[src/rtl/burst_seq.sv]
`timescale 1ns/1ps
module burst_seq #(
  parameter int COL_W  = 8,
  parameter int MAX_CL = 3
) (
  input  logic             clk,
  input  logic             rst_n,
  input  logic             rd_cmd,
  input  logic             wr_cmd,
  input  logic             stop_cmd,
  input  logic [COL_W-1:0] start_col,
  input  logic [2:0]       bl_code,
  input  logic             il_mode,
  input  logic [2:0]       cl_code,
  input  logic             dqm_short,
  input  logic             dqm,
  output logic [COL_W-1:0] col_addr,
  output logic             col_vld,
  output logic             col_wr,
  output logic             wr_en,
  output logic             rd_vld,
  output logic             rd_oe
);
  localparam logic [COL_W-1:0] ONE = COL_W'(1);

  logic [COL_W-1:0] st_q, k_q, mask_q;
  logic             act_q, wr_q, il_q, full_q;
  logic [COL_W-1:0] new_mask;
  logic             new_full, new_cmd;
  logic [COL_W-1:0] cur_st, cur_k, cur_mask;
  logic             cur_il, cur_wr, cur_full, last;
  logic [MAX_CL-1:0] rd_pipe;
  logic [1:0]       dqm_d;
  int               cl_eff;

  assign new_cmd  = rd_cmd | wr_cmd;
  assign new_full = (bl_code == 3'd7) && !il_mode;

  always_comb begin
    case (bl_code)
      3'd1:    new_mask = COL_W'(1);
      3'd2:    new_mask = COL_W'(3);
      3'd3:    new_mask = COL_W'(7);
      3'd7:    new_mask = il_mode ? '0 : '1;
      default: new_mask = '0;
    endcase
  end

  assign cur_st   = new_cmd ? start_col : st_q;
  assign cur_k    = new_cmd ? '0        : k_q;
  assign cur_mask = new_cmd ? new_mask  : mask_q;
  assign cur_il   = new_cmd ? il_mode   : il_q;
  assign cur_wr   = new_cmd ? wr_cmd    : wr_q;
  assign cur_full = new_cmd ? new_full  : full_q;

  assign col_vld  = new_cmd | (act_q & ~stop_cmd);
  assign col_wr   = col_vld & cur_wr;
  assign col_addr = cur_il ? (cur_st ^ cur_k)
                           : ((cur_st & ~cur_mask) | ((cur_st + cur_k) & cur_mask));
  assign last     = (cur_k == cur_mask) & ~cur_full;
  assign wr_en    = col_wr & ~dqm;

  always_ff @(posedge clk or negedge rst_n) begin
    if (!rst_n) begin
      st_q <= '0; k_q <= '0; mask_q <= '0;
      act_q <= 1'b0; wr_q <= 1'b0; il_q <= 1'b0; full_q <= 1'b0;
    end else if (col_vld) begin
      k_q   <= cur_k + ONE;
      act_q <= ~last;
      if (new_cmd) begin
        st_q   <= start_col;
        mask_q <= new_mask;
        il_q   <= il_mode;
        wr_q   <= wr_cmd;
        full_q <= new_full;
      end
    end else begin
      act_q <= 1'b0;
    end
  end

  always_comb begin
    if (cl_code != 3'd0 && int'(cl_code) <= MAX_CL) cl_eff = int'(cl_code);
    else                                            cl_eff = MAX_CL;
  end

  always_ff @(posedge clk or negedge rst_n) begin
    if (!rst_n) begin
      rd_pipe <= '0;
      dqm_d   <= '0;
    end else begin
      rd_pipe <= {rd_pipe[MAX_CL-2:0], col_vld & ~cur_wr};
      dqm_d   <= {dqm_d[0], dqm};
    end
  end

  always_comb begin
    rd_vld = 1'b0;
    for (int i = 1; i <= MAX_CL; i++)
      if (cl_eff == i) rd_vld = rd_pipe[i-1];
  end

  assign rd_oe = rd_vld & ~((dqm_short && cl_eff == 1) ? dqm_d[0] : dqm_d[1]);
endmodule


[config.mk]
export PLATFORM = sky130hd
export DESIGN_NAME = burst_seq
export DESIGN_NICKNAME = d
export VERILOG_FILES = /design/src/rtl/burst_seq.sv
export SDC_FILE = /design/constraint.sdc
export NUM_CORES = 1
export LEC_CHECK = 0
export CORE_MARGIN = 5
export CORE_UTILIZATION = 53
export DETAILED_ROUTE_END_ITERATION = 6
export PLACE_DENSITY = 0.8
export RECOVER_POWER = 100
export SYNTH_ARGS = -nofsm -noshare
export SYNTH_HDL_FRONTEND = slang
export SYNTH_SLANG_ARGS = --single-unit
export TNS_END_PERCENT = 50
[constraint.sdc]
create_clock -name clk -period 3.4 [get_ports clk]
set_clock_uncertainty 0.15 [all_clocks]
set_input_delay 0.51 -clock clk [delete_from_list [all_inputs] [get_ports clk]]
set_output_delay 0.51 -clock clk [all_outputs]
set_load 0.1 [all_outputs]
==> flow_metrics.py, run 1 <==
metrics = {
    "run_status": {
        "status": "finished clean",
    },
    "synth": {
        "synthAdderAreaFrac_pct": 5.83,
        "synthesis.nets": 253,
        "yosysWarnings": 0,
        "synthCells": 222,
        "avgSynthCellArea_sq_um": 9.28,
        "synth_edf_count": 0,
        "synthArstFlopShare_pct": 100,
        "synth_top_family_by_area": "simple AND/OR/NAND/NOR gates",
        "ys_types": 50,
        "yosysSeqAreaShare_pct": 40.1,
        "synth_compound_area_share_pct": 16.0,
        "dominantRegCellSynth": "dfrtp_1",
        "synthXorXnorAreaFrac_pct": 5.53,
        "synthMuxAreaShare_pct": 7.47,
        "syn_area_sq_um": 2060,
        "synth_simple_gate_area_share_pct": 19.6,
        "synth-seq-cells": 33,
    },
    "detailed_routing": {
        "drt_first_pass_iters": 4,
        "drc": 0,
        "drt-total-wl_mm": 6.16,
        "dr_total_vias": 1957,
        "wl_per_cell_microns": 17.9,
        "via_per_inst": 5.69,
        "postRouteAntennaNets": 0,
        "drtIter0Drc": 208,
    },
    "critical_path": {
        "worstSetupPathType": "primary input to output port",
        "cp.required_ns": 2.74,
        "crit_start": "wr_cmd",
        "crit_path_end_kind": "output port",
        "critPathMaxFanout": 6,
        "cp-start-kind": "primary input",
        "crit_arrival_ns": 2.69,
        "timing.rr.start": "k_q[1]",
        "r2r_setup_slack_ns": 1.50,
    },
    "min_path": {
        "holdCritStartpoint": "rd_pipe[1]",
        "hold_path.class": "register to register",
    },
    "clock_tree": {
        "clock_path_buffers": 2,
        "clk-insertion-delay-late_ns": 0.29,
        "cts_root_buf": "clkbuf_8",
        "clk_pin_slew_worst_paths_ns": 0.06,
        "cts_htree_levels": 2,
        "cts_tree": "done",
        "numCtsBuffers": 5,
        "cts_num_sinks": 33,
    },
    "cells_and_area": {
        "multi_input_area_sq_um": 1260,
        "n_antenna_cell": 0,
        "final_nets": 326,
        "drive_gt1_share_pct": 32.1,
        "seq_area_sq_um": 826,
        "utilization_pct": 82.5,
        "nFillCells": 217,
        "area_growth_pct": 48.8,
    },
    "timing": {
        "fin_crit_ns": 3.35,
        "drv_slew": 0,
        "final_min_period_over_clock_period_pct": 98.5,
        "timing.hold.ws_ns": 0.229,
        "report.final.hold_viol_count": 0,
        "rsz0062_at_grt": "true",
        "max_slew.worst_pin.slew_ns": 0.561,
        "setup_viol": 0,
        "clock.fmax_ghz": 0.299,
        "fin_ws_ns": 0.0516,
        "max-slew-margin-rel_pct": 62.2,
    },
    "floorplan": {
        "core_sq_um": 3720,
        "die_x_microns": 72.4,
        "dieArea_sq_um": 5240,
        "die_y_microns": 72.4,
        "start_util_pct": 55.5,
        "rows": 22,
        "ios": 35,
    },
    "global_route": {
        "grt-ovfl-total": 0,
        "grt_max_degree": 34,
        "grt_pass1_vias": 1947,
        "grtUsageTotal_pct": 24.1,
        "grt_pass1_wl_mm": 9.63,
        "antenna_found_initial": 0,
    },
    "placed_design": {
        "hpwl_mm": 4.21,
        "numPortBuffers": 34,
        "pre_cts_slack_ns": -0.461,
        "gp_congestion": 0.901,
    },
    "pwr": {
        "ir_worst_vdd_mv": 0.261,
        "leakage_nw": 1.46,
        "power.density_nw_per_um2": 416,
    },
    "flow_run": {
        "cap_violations": 0,
    },
}
## layout by cell type (no fill, tap or decap), types with 4 or more instances in the layout
| cell | synthesis | final |
|---|---|---|
| ha_1 | 8 | 4 |
| nor2_1 | 15 | 15 |
| o21a_1 | 5 | 5 |
| xor2_1 | 4 | 4 |
| a21oi_1 | 10 | 8 |
| inv_1 | 17 | 17 |
| clkdlybuf4s50_1 | 0 | 16 |
| buf_4 | 1 | 36 |
| dfrtp_1 | 33 | 33 |
| xnor2_1 | 9 | 9 |
| mux2_2 | 5 | 4 |
| buf_12 | 0 | 12 |
| mux2i_1 | 6 | 5 |
| and2_1 | 5 | 5 |
| clkbuf_8 | 0 | 6 |
| nand2_1 | 36 | 34 |
| o21ai_0 | 11 | 9 |
## registers in the layout, indices dropped and copies added, names as in the netlist
name,cells
act_q,1
dqm_d,2
full_q,1
il_q,1
k_q,8
mask_q,8
rd_pipe,3
st_q,8
wr_q,1
## synth_stat cells (2+ instances only)
cell / number / share of area (%)
o2bb2ai_1: 3 / 1.3
nor2_1: 15 / 2.7
inv_1: 17 / 3.1
o21a_1: 5 / 1.8
o21ai_0: 11 / 2.7
a2bb2oi_1: 2 / 0.85
nor2b_1: 2 / 0.61
nand3_1: 3 / 0.73
mux2_2: 5 / 2.7
mux2i_1: 6 / 2.9
nor2_2: 2 / 0.61
ha_1: 8 / 4.9
a21o_1: 3 / 1.1
dfrtp_1: 33 / 40
nand3b_1: 2 / 0.73
nand2b_1: 2 / 0.61
o211ai_1: 2 / 0.73
xnor2_1: 9 / 3.8
and2_1: 5 / 1.5
nand2_1: 36 / 6.6
nand4_1: 2 / 0.61
a21boi_0: 2 / 0.73
a21oi_1: 10 / 2.4
o22ai_1: 5 / 1.5
buf_6: 3 / 1.6
a31oi_1: 2 / 0.61
xor2_1: 4 / 1.7
## where the power goes
group	total, mW	switching [mW]	leakage, nW	internal (mW)
combinational	0.461	0.273	0.984	0.187
sequential	0.432	0.0163	0.416	0.416
clock	0.381	0.143	0.0585	0.239
## through the flow
| step | setup TNS [ns] | total power, mW | std cells | instance area, sq um |
|---|---|---|---|---|
| after floorplan | -1.23 | 0.706 | 222 | 2120 |
| after global placement | -1.81 | 0.872 | 331 | 2830 |
| after detailed placement | -2.18 | 0.879 | 331 | 2830 |
| after CTS | 0 | 1.27 | 343 | 3020 |
| after global routing | -0.0938 | 1.32 | 344 | 3070 |
| final | 0 | 1.27 | 344 | 3070 |
## final timing paths
| check | depth (start not counted) | to |
|---|---|---|
| worst min register to register | 0 | rd_pipe[2] |
| min in group asynchronous | 2 | il_q |
| worst max-delay path | 10 | col_addr[7] |
| max in group asynchronous | 2 | rd_pipe[1] |
| worst max register to register | 8 | k_q[6] |
| worst min-delay path | 0 | rd_pipe[2] |
## routing by layer
metal | share of wire (%) | track usage, % | up-vias
met4 | 1.1 | 7.31 | 0
li1 | - | - | 911
met1 | 39 | 27.9 | 965
met5 | 0 | 0 | -
met3 | 4.8 | 4.99 | 8
met2 | 55 | 44.2 | 73
## area by class of cell
type | instances | share of cell area (%)
Multi-Input combinational cell | 166 | 41.0
Timing Repair Buffer | 71 | 24.1
Inverter | 18 | 2.20
Clock inverter | 1 | 0.979
Tap cell | 48 | 1.96
Sequential cell | 33 | 26.9
Clock buffer | 7 | 2.82
## worst max-delay path, stage by stage
cell and delay [ns]:
buf_2 0.14, nor2_4 0.15, mux2_4 0.34, ha_2 0.20
or2_2 0.31, or3_4 0.35, o22ai_2 0.12, mux2i_1 0.23
o221ai_2 0.14, buf_12 0.19
## cells by family (layout without fill, tap and decap cells)
group                    count (synthesis)  count (layout)
AND/OR/NAND/NOR                         80              80
XOR/XNOR                                13              13
AO/OA/AOI/OAI                           51              51
multiplexers                            13              13
buffers and inverters                   23              97
adder cells (fa/ha/maj)                  9               9
flip-flops                              33              33
## what timing repair did
action / CTS / global route
resized for setup: 19 / 9
pin swaps: 7 / 5
hold buffers: 0 / 0
endpoints found under the setup margin: 7 / 5
buffers inserted: 4 / 1
cloned: 0 / 0
Power figures use the tool's default switching activity.
==> run 2: changes to the inputs <==
--- a/config.mk
+++ b/config.mk
@@ -8,6 +8,8 @@
 export CORE_MARGIN = 5
 export CORE_UTILIZATION = 53
 export DETAILED_ROUTE_END_ITERATION = 6
+export GPL_ROUTABILITY_DRIVEN = 0
+export GPL_TIMING_DRIVEN = 0
 export PLACE_DENSITY = 0.8
 export RECOVER_POWER = 100
 export SYNTH_ARGS = -nofsm -noshare
==> run 2 against run 1 <==
Net effect: the run now ends with max-capacitance violations, max-slew violations, negative setup slack left; sequential cell count is the same; routed wire length is 11% lower; combinational power fell by 8.9%; largest power group is now registers.
==> flow_metrics.py, run 2 (synthesis results as in run 1) <==
metrics = {
    "run_status": {
        "status": "finished with violations",
        "violations": "max-capacitance violations, max-slew violations, negative setup slack",
    },
    "clock_tree": {
        "clk_pin_slew_worst_paths_ns": 0.06,
        "cts_hold_buf": 0,
        "cts_root_buf": "clkbuf_8",
        "cts_tree": "done",
        "clk-insertion-delay-late_ns": 0.29,
        "cts_htree_levels": 2,
        "cts_num_sinks": 33,
        "numCtsBuffers": 5,
        "clock_path_buffers": 2,
    },
    "timing": {
        "report.final.hold_viol_count": 0,
        "drv_slew": 34,
        "max_slew.worst_pin.slew_ns": 1.78,
        "fin_crit_ns": 3.42,
        "fin_ws_ns": -0.0197,
        "max-slew-margin-rel_pct": -19.0,
        "clock.fmax_ghz": 0.292,
        "final_min_period_over_clock_period_pct": 101,
        "setup_viol": 2,
        "rsz0062_at_grt": "true",
    },
    "detailed_routing": {
        "postRouteAntennaNets": 0,
        "dr_total_vias": 1857,
        "drt_first_pass_iters": 4,
        "via_per_inst": 5.68,
        "drt-total-wl_mm": 5.51,
        "wl_per_cell_microns": 16.8,
        "drtIter0Drc": 133,
        "drc": 0,
    },
    "flow_run": {
        "cap_violations": 1,
    },
    "global_route": {
        "grt_max_degree": 34,
        "antenna_found_initial": 0,
        "grtUsageTotal_pct": 23.0,
        "grt-ovfl-total": 0,
        "grt_pass1_wl_mm": 9.20,
        "grt_pass1_vias": 1875,
    },
    "critical_path": {
        "r2r_cells": 7,
        "timing.rr.start": "k_q[1]",
        "crit_path_end_kind": "output port",
        "r2r-end": "k_q[6]",
        "worstSetupPathType": "primary input to output port",
        "cp-start-kind": "primary input",
        "crit_arrival_ns": 2.76,
        "critPathMaxFanout": 10,
        "r2r_setup_slack_ns": 1.69,
        "cp.required_ns": 2.74,
    },
    "floorplan": {
        "ios": 35,
        "start_util_pct": 55.5,
        "core_sq_um": 3720,
        "dieArea_sq_um": 5240,
        "die_y_microns": 72.4,
        "die_x_microns": 72.4,
        "rows": 22,
    },
    "placed_design": {
        "numPortBuffers": 34,
        "postPlaceCellArea_sq_um": 2510,
        "pre_cts_slack_ns": -1.64,
        "hpwl_mm": 3.62,
        "dpl.cell_count": 304,
    },
    "min_path": {
        "hold_path.class": "register to register",
        "whs_endpoint": "rd_pipe[1]",
        "min_path_cells": 0,
        "holdCritStartpoint": "rd_pipe[0]",
    },
    "pwr": {
        "ir_worst_vdd_mv": 0.318,
        "leakage_nw": 1.31,
        "power.density_nw_per_um2": 395,
    },
    "cells_and_area": {
        "final_cell_mix": "dfrtp_1, nand2_1, clkdlybuf4s50_1",
        "top_regs": "k_q (8), mask_q (8), st_q (8)",
        "area_growth_pct": 39.7,
        "final_common_cell": "dfrtp_1",
        "drive_gt1_share_pct": 26.9,
        "final_nets": 309,
        "stdcell_area_sq_um": 2880,
        "n_antenna_cell": 0,
        "stdcell_count": 327,
    },
}
[run 2: cell types whose count changed in the layout (fill, tap and decap cells not counted), moves of 4 or more]
cell | previous run | this run
buf_4 | 36 | 14
clkdlybuf4s50_1 | 16 | 20
buf_6 | 2 | 6
buf_12 | 12 | 4
[run 2: per-stage QoR]
step	utilization, %	hold WS [ns]	power (mW)	setup TNS, ns
after floorplan	-	0.0644	0.706	-1.23
after global routing	77.5	0.243	1.19	-0.208
after CTS	75.5	0.152	1.13	-0.0516
final	77.5	0.226	1.14	-0.0258
after detailed placement	67.6	0.215	0.807	-11.66
after global placement	67.7	0.207	0.803	-11.55
[run 2: final cells by class]
class / count / area, sq um
Multi-Input combinational cell: 166 / 1300
Timing Repair Buffer: 49 / 484
Clock buffer: 8 / 80.1
Sequential cell: 33 / 826
Tap cell: 48 / 60.1
Buffer: 5 / 63.8
Fill cell: 242 / 837
Inverter: 18 / 67.6
[run 2: power by group]
group | switching (mW) | internal, mW
Combinational | 0.268 | 0.152
Sequential | 0.0156 | 0.416
Clock | 0.141 | 0.145
Total | 0.424 | 0.713
[run 2: worst max-delay path by stage]
stage	from	end	slack (ns)	depth (start not counted)
after global routing	rd_cmd	col_addr[6]	-0.11	15
after floorplan	rd_cmd	col_addr[6]	-0.30	12
final	rd_cmd	col_addr[7]	-0.02	13
after global placement	rd_cmd	col_addr[6]	-1.65	14
after detailed placement	rd_cmd	col_addr[6]	-1.64	14
after CTS	il_mode	col_addr[0]	-0.03	7
[run 2: critical path, cell delays in order]
cell and delay [ns]:
buf_4 0.14, or2_1 0.23, buf_6 0.12, buf_8 0.13, nand2_2 0.08, nand2_2 0.07, ha_2 0.18, or2_4 0.25
or3_4 0.37, o22ai_2 0.12, mux2i_1 0.23, o221ai_2 0.13, buf_8 0.20
[run 2: metal layers]
layer,GRT usage (%),up-vias,part of all wire [%]
li1,-,882,-
met1,29.1,885,42
met2,37.6,71,49
met3,4.02,19,5.4
met4,11.5,0,3.9
met5,0,-,0
[run 2: what timing repair did]
item                                    CTS  global route
resized for setup                        84            18
pin swaps                                 9             5
buffers inserted                         14             1
endpoints found under the setup margin   12             9
==> run 3: changes to the inputs <==
==> config.mk (replaced) <==
export PLATFORM = sky130hd
export DESIGN_NAME = burst_seq
export DESIGN_NICKNAME = d
export VERILOG_FILES = /design/src/rtl/burst_seq.sv
export SDC_FILE = /design/constraint.sdc
export NUM_CORES = 1
export LEC_CHECK = 0
export CELL_PAD_IN_SITES_DETAIL_PLACEMENT = 1
export CELL_PAD_IN_SITES_GLOBAL_PLACEMENT = 1
export CORE_MARGIN = 5
export CORE_UTILIZATION = 40
export DETAILED_ROUTE_END_ITERATION = 6
export GPL_ROUTABILITY_DRIVEN = 0
export GPL_TIMING_DRIVEN = 0
export PLACE_DENSITY_LB_ADDON = 0.1
export RECOVER_POWER = 100
export REMOVE_ABC_BUFFERS = 1
export SYNTH_ARGS = -nofsm -noshare
export SYNTH_HDL_FRONTEND = slang
export SYNTH_SLANG_ARGS = --single-unit
==> run 3 against run 2 <==
Net effect: the flow finishes with violations (max-capacitance violations, max-slew violations); clock power is 3% higher; design area down 2.9%; routed wire length rose by 9.4%; first-iteration DRC count shrank 53%; global-route usage is 4.3 points lower; die area increased by 28%; total power is 1.4% lower; sequential share of layout area up 0.85 points; setup slack improved by 0.034 ns; sequential cell count stayed put; combinational power down 5.2%; critical path type unchanged; largest power group unchanged; highest routed layer unchanged.
==> flow_metrics.py, run 3 (synthesis results as in run 1) <==
metrics = {
    "run_status": {
        "status": "finished with violations",
        "violations": "max-capacitance violations, max-slew violations",
    },
    "clock_tree": {
        "cts_htree_levels": 2,
        "clock_path_buffers": 2,
        "numCtsBuffers": 5,
        "cts_num_sinks": 33,
        "cts_root_buf": "clkbuf_8",
        "cts_hold_buf": 0,
        "clk_pin_slew_worst_paths_ns": 0.07,
        "clk-insertion-delay-late_ns": 0.29,
        "cts_tree": "done",
    },
    "cells_and_area": {
        "nFillCells": 574,
        "top_regs": "k_q (8), mask_q (8), st_q (8)",
        "area_growth_pct": 35.7,
        "final_nets": 301,
        "final_common_cell": "nand2_1",
        "drive_gt1_share_pct": 24.0,
        "stdcell_area_sq_um": 2800,
        "final_cell_mix": "nand2_1, dfrtp_1, clkdlybuf4s50_1",
        "n_antenna_cell": 0,
    },
    "critical_path": {
        "r2r_setup_slack_ns": 1.78,
        "crit_arrival_ns": 2.73,
        "cp-start-kind": "primary input",
        "crit_start": "wr_cmd",
        "r2r_cells": 7,
        "worst-path-stages": 11,
        "crit_end": "col_addr[7]",
        "cpMaxStageDelayCell": "or3_4",
        "worstSetupPathType": "primary input to output port",
        "crit_path_end_kind": "output port",
        "cp.required_ns": 2.74,
        "crit_family": "simple AND/OR/NAND/NOR gates",
        "cp_num_buf_inv": 3,
        "timing.rr.start": "k_q[1]",
        "max_stage_delay_ns": 0.35,
        "cp_cell_sequence": "buf_4 -> nor2_4 -> buf_12 -> mux2_4 -> ha_4 -> or2_4 -> or3_4 -> o22ai_4 -> mux2i_1 -> o221ai_1 -> buf_6",
        "r2r-end": "k_q[6]",
        "critPathMaxFanout": 7,
    },
    "floorplan": {
        "start_util_pct": 40.9,
        "die_x_microns": 81.8,
        "die_y_microns": 81.8,
        "dieArea_sq_um": 6690,
        "core_sq_um": 5040,
        "rows": 26,
        "ios": 35,
    },
    "timing": {
        "max-slew-margin-rel_pct": -25.3,
        "fin_crit_ns": 3.39,
        "max_slew.worst_pin.slew_ns": 1.88,
        "report.final.hold_viol_count": 0,
        "final_min_period_over_clock_period_pct": 99.6,
        "timing.hold.ws_ns": 0.229,
        "clock.fmax_ghz": 0.295,
        "setup_viol": 0,
        "drv_slew": 34,
        "rsz0062_at_grt": "true",
    },
    "global_route": {
        "grt_pass1_wl_mm": 9.26,
        "antenna_found_initial": 0,
        "grt_max_degree": 34,
        "grt_pass1_vias": 1902,
        "grtUsageTotal_pct": 18.7,
        "grt-ovfl-total": 0,
    },
    "detailed_routing": {
        "postRouteAntennaNets": 0,
        "wl_per_cell_microns": 17.7,
        "wl_met1_mm": 2.73,
        "drt-total-wl_mm": 6.03,
        "drtIter0Drc": 63,
        "top_layer_used": "met4",
        "dr_total_vias": 1814,
        "drc": 0,
        "met2_wirelength_mm": 2.93,
        "via_per_inst": 5.32,
        "drt_first_pass_iters": 4,
        "wl_met3_microns": 240,
    },
    "pwr": {
        "ir_worst_vdd_mv": 0.298,
        "p_total_mw": 1.12,
        "power.density_nw_per_um2": 401,
        "leakage_nw": 1.25,
    },
    "placed_design": {
        "postPlaceCellArea_sq_um": 2440,
        "hpwl_mm": 3.90,
        "numPortBuffers": 34,
    },
    "flow_run": {
        "cap_violations": 1,
    },
    "min_path": {
        "min_path_cells": 0,
        "hold_path.class": "register to register",
    },
}
## run 3: through the flow
step / util [%] / setup WS [ns] / cells / setup TNS [ns]
4_1_cts: 53.1 / -0.0590 / 338 / -0.0590
5_1_grt: 55.5 / -0.0756 / 341 / -0.164
3_3_place_gp: 48.4 / -1.86 / 321 / -15.17
2_1_floorplan: - / -1.39 / 217 / -6.72
6_report: 55.5 / 0.0142 / 341 / 0
3_5_place_dp: 48.3 / -1.92 / 321 / -15.37
## run 3: how the worst min path moves through the flow
stage               start  slack [ns]          to
2_1_floorplan       rst_n        0.06       act_q
3_3_place_gp     dqm_d[0]        0.21    dqm_d[1]
3_5_place_dp   rd_pipe[1]        0.22  rd_pipe[2]
4_1_cts             rst_n        0.17     st_q[2]
5_1_grt        rd_pipe[1]        0.24  rd_pipe[2]
6_report       rd_pipe[1]        0.23  rd_pipe[2]
## run 3: worst register-to-register path, cell delays in order, from the launching register on
cell and delay [ns]:
dfrtp_1 0.45, nand2_1 0.13, inv_1 0.11, ha_1 0.17
inv_1 0.04, nor2_1 0.19, nand3_1 0.13, xnor2_1 0.14
## run 3: layer usage
layer | up-vias | track usage [%]
met5 | - | 0
met4 | 0 | 6.31
met3 | 12 | 3.29
met2 | 36 | 33.1
met1 | 898 | 22.8
li1 | 868 | -
## run 3: power by group
part | total (mW) | internal [mW] | switching [mW] | leakage [nW]
combinational | 0.398 | 0.136 | 0.262 | 0.788
clock | 0.294 | 0.142 | 0.152 | 0.0450
sequential | 0.430 | 0.416 | 0.0146 | 0.416
total | 1.12 | 0.693 | 0.428 | 1.25
## run 3: final cells by class
cell class / instances / area [sq um] / share of cell area (%)
inverters: 18 / 67.6 / 2.42
flip-flops and latches: 33 / 826 / 29.5
multi-input cells: 167 / 1270 / 45.5
repair buffers: 45 / 460 / 16.5
clock buffers: 6 / 72.6 / 2.60
well taps: 70 / 87.6 / 3.13
clock inverters: 2 / 10.0 / 0.358
## run 3: what timing repair did
item | in CTS | in global routing
gates cloned | 1 | 0
gates resized for setup | 77 | 25
pin swaps | 4 | 7
buffers inserted | 8 | 3
setup endpoints to repair | 13 | 10
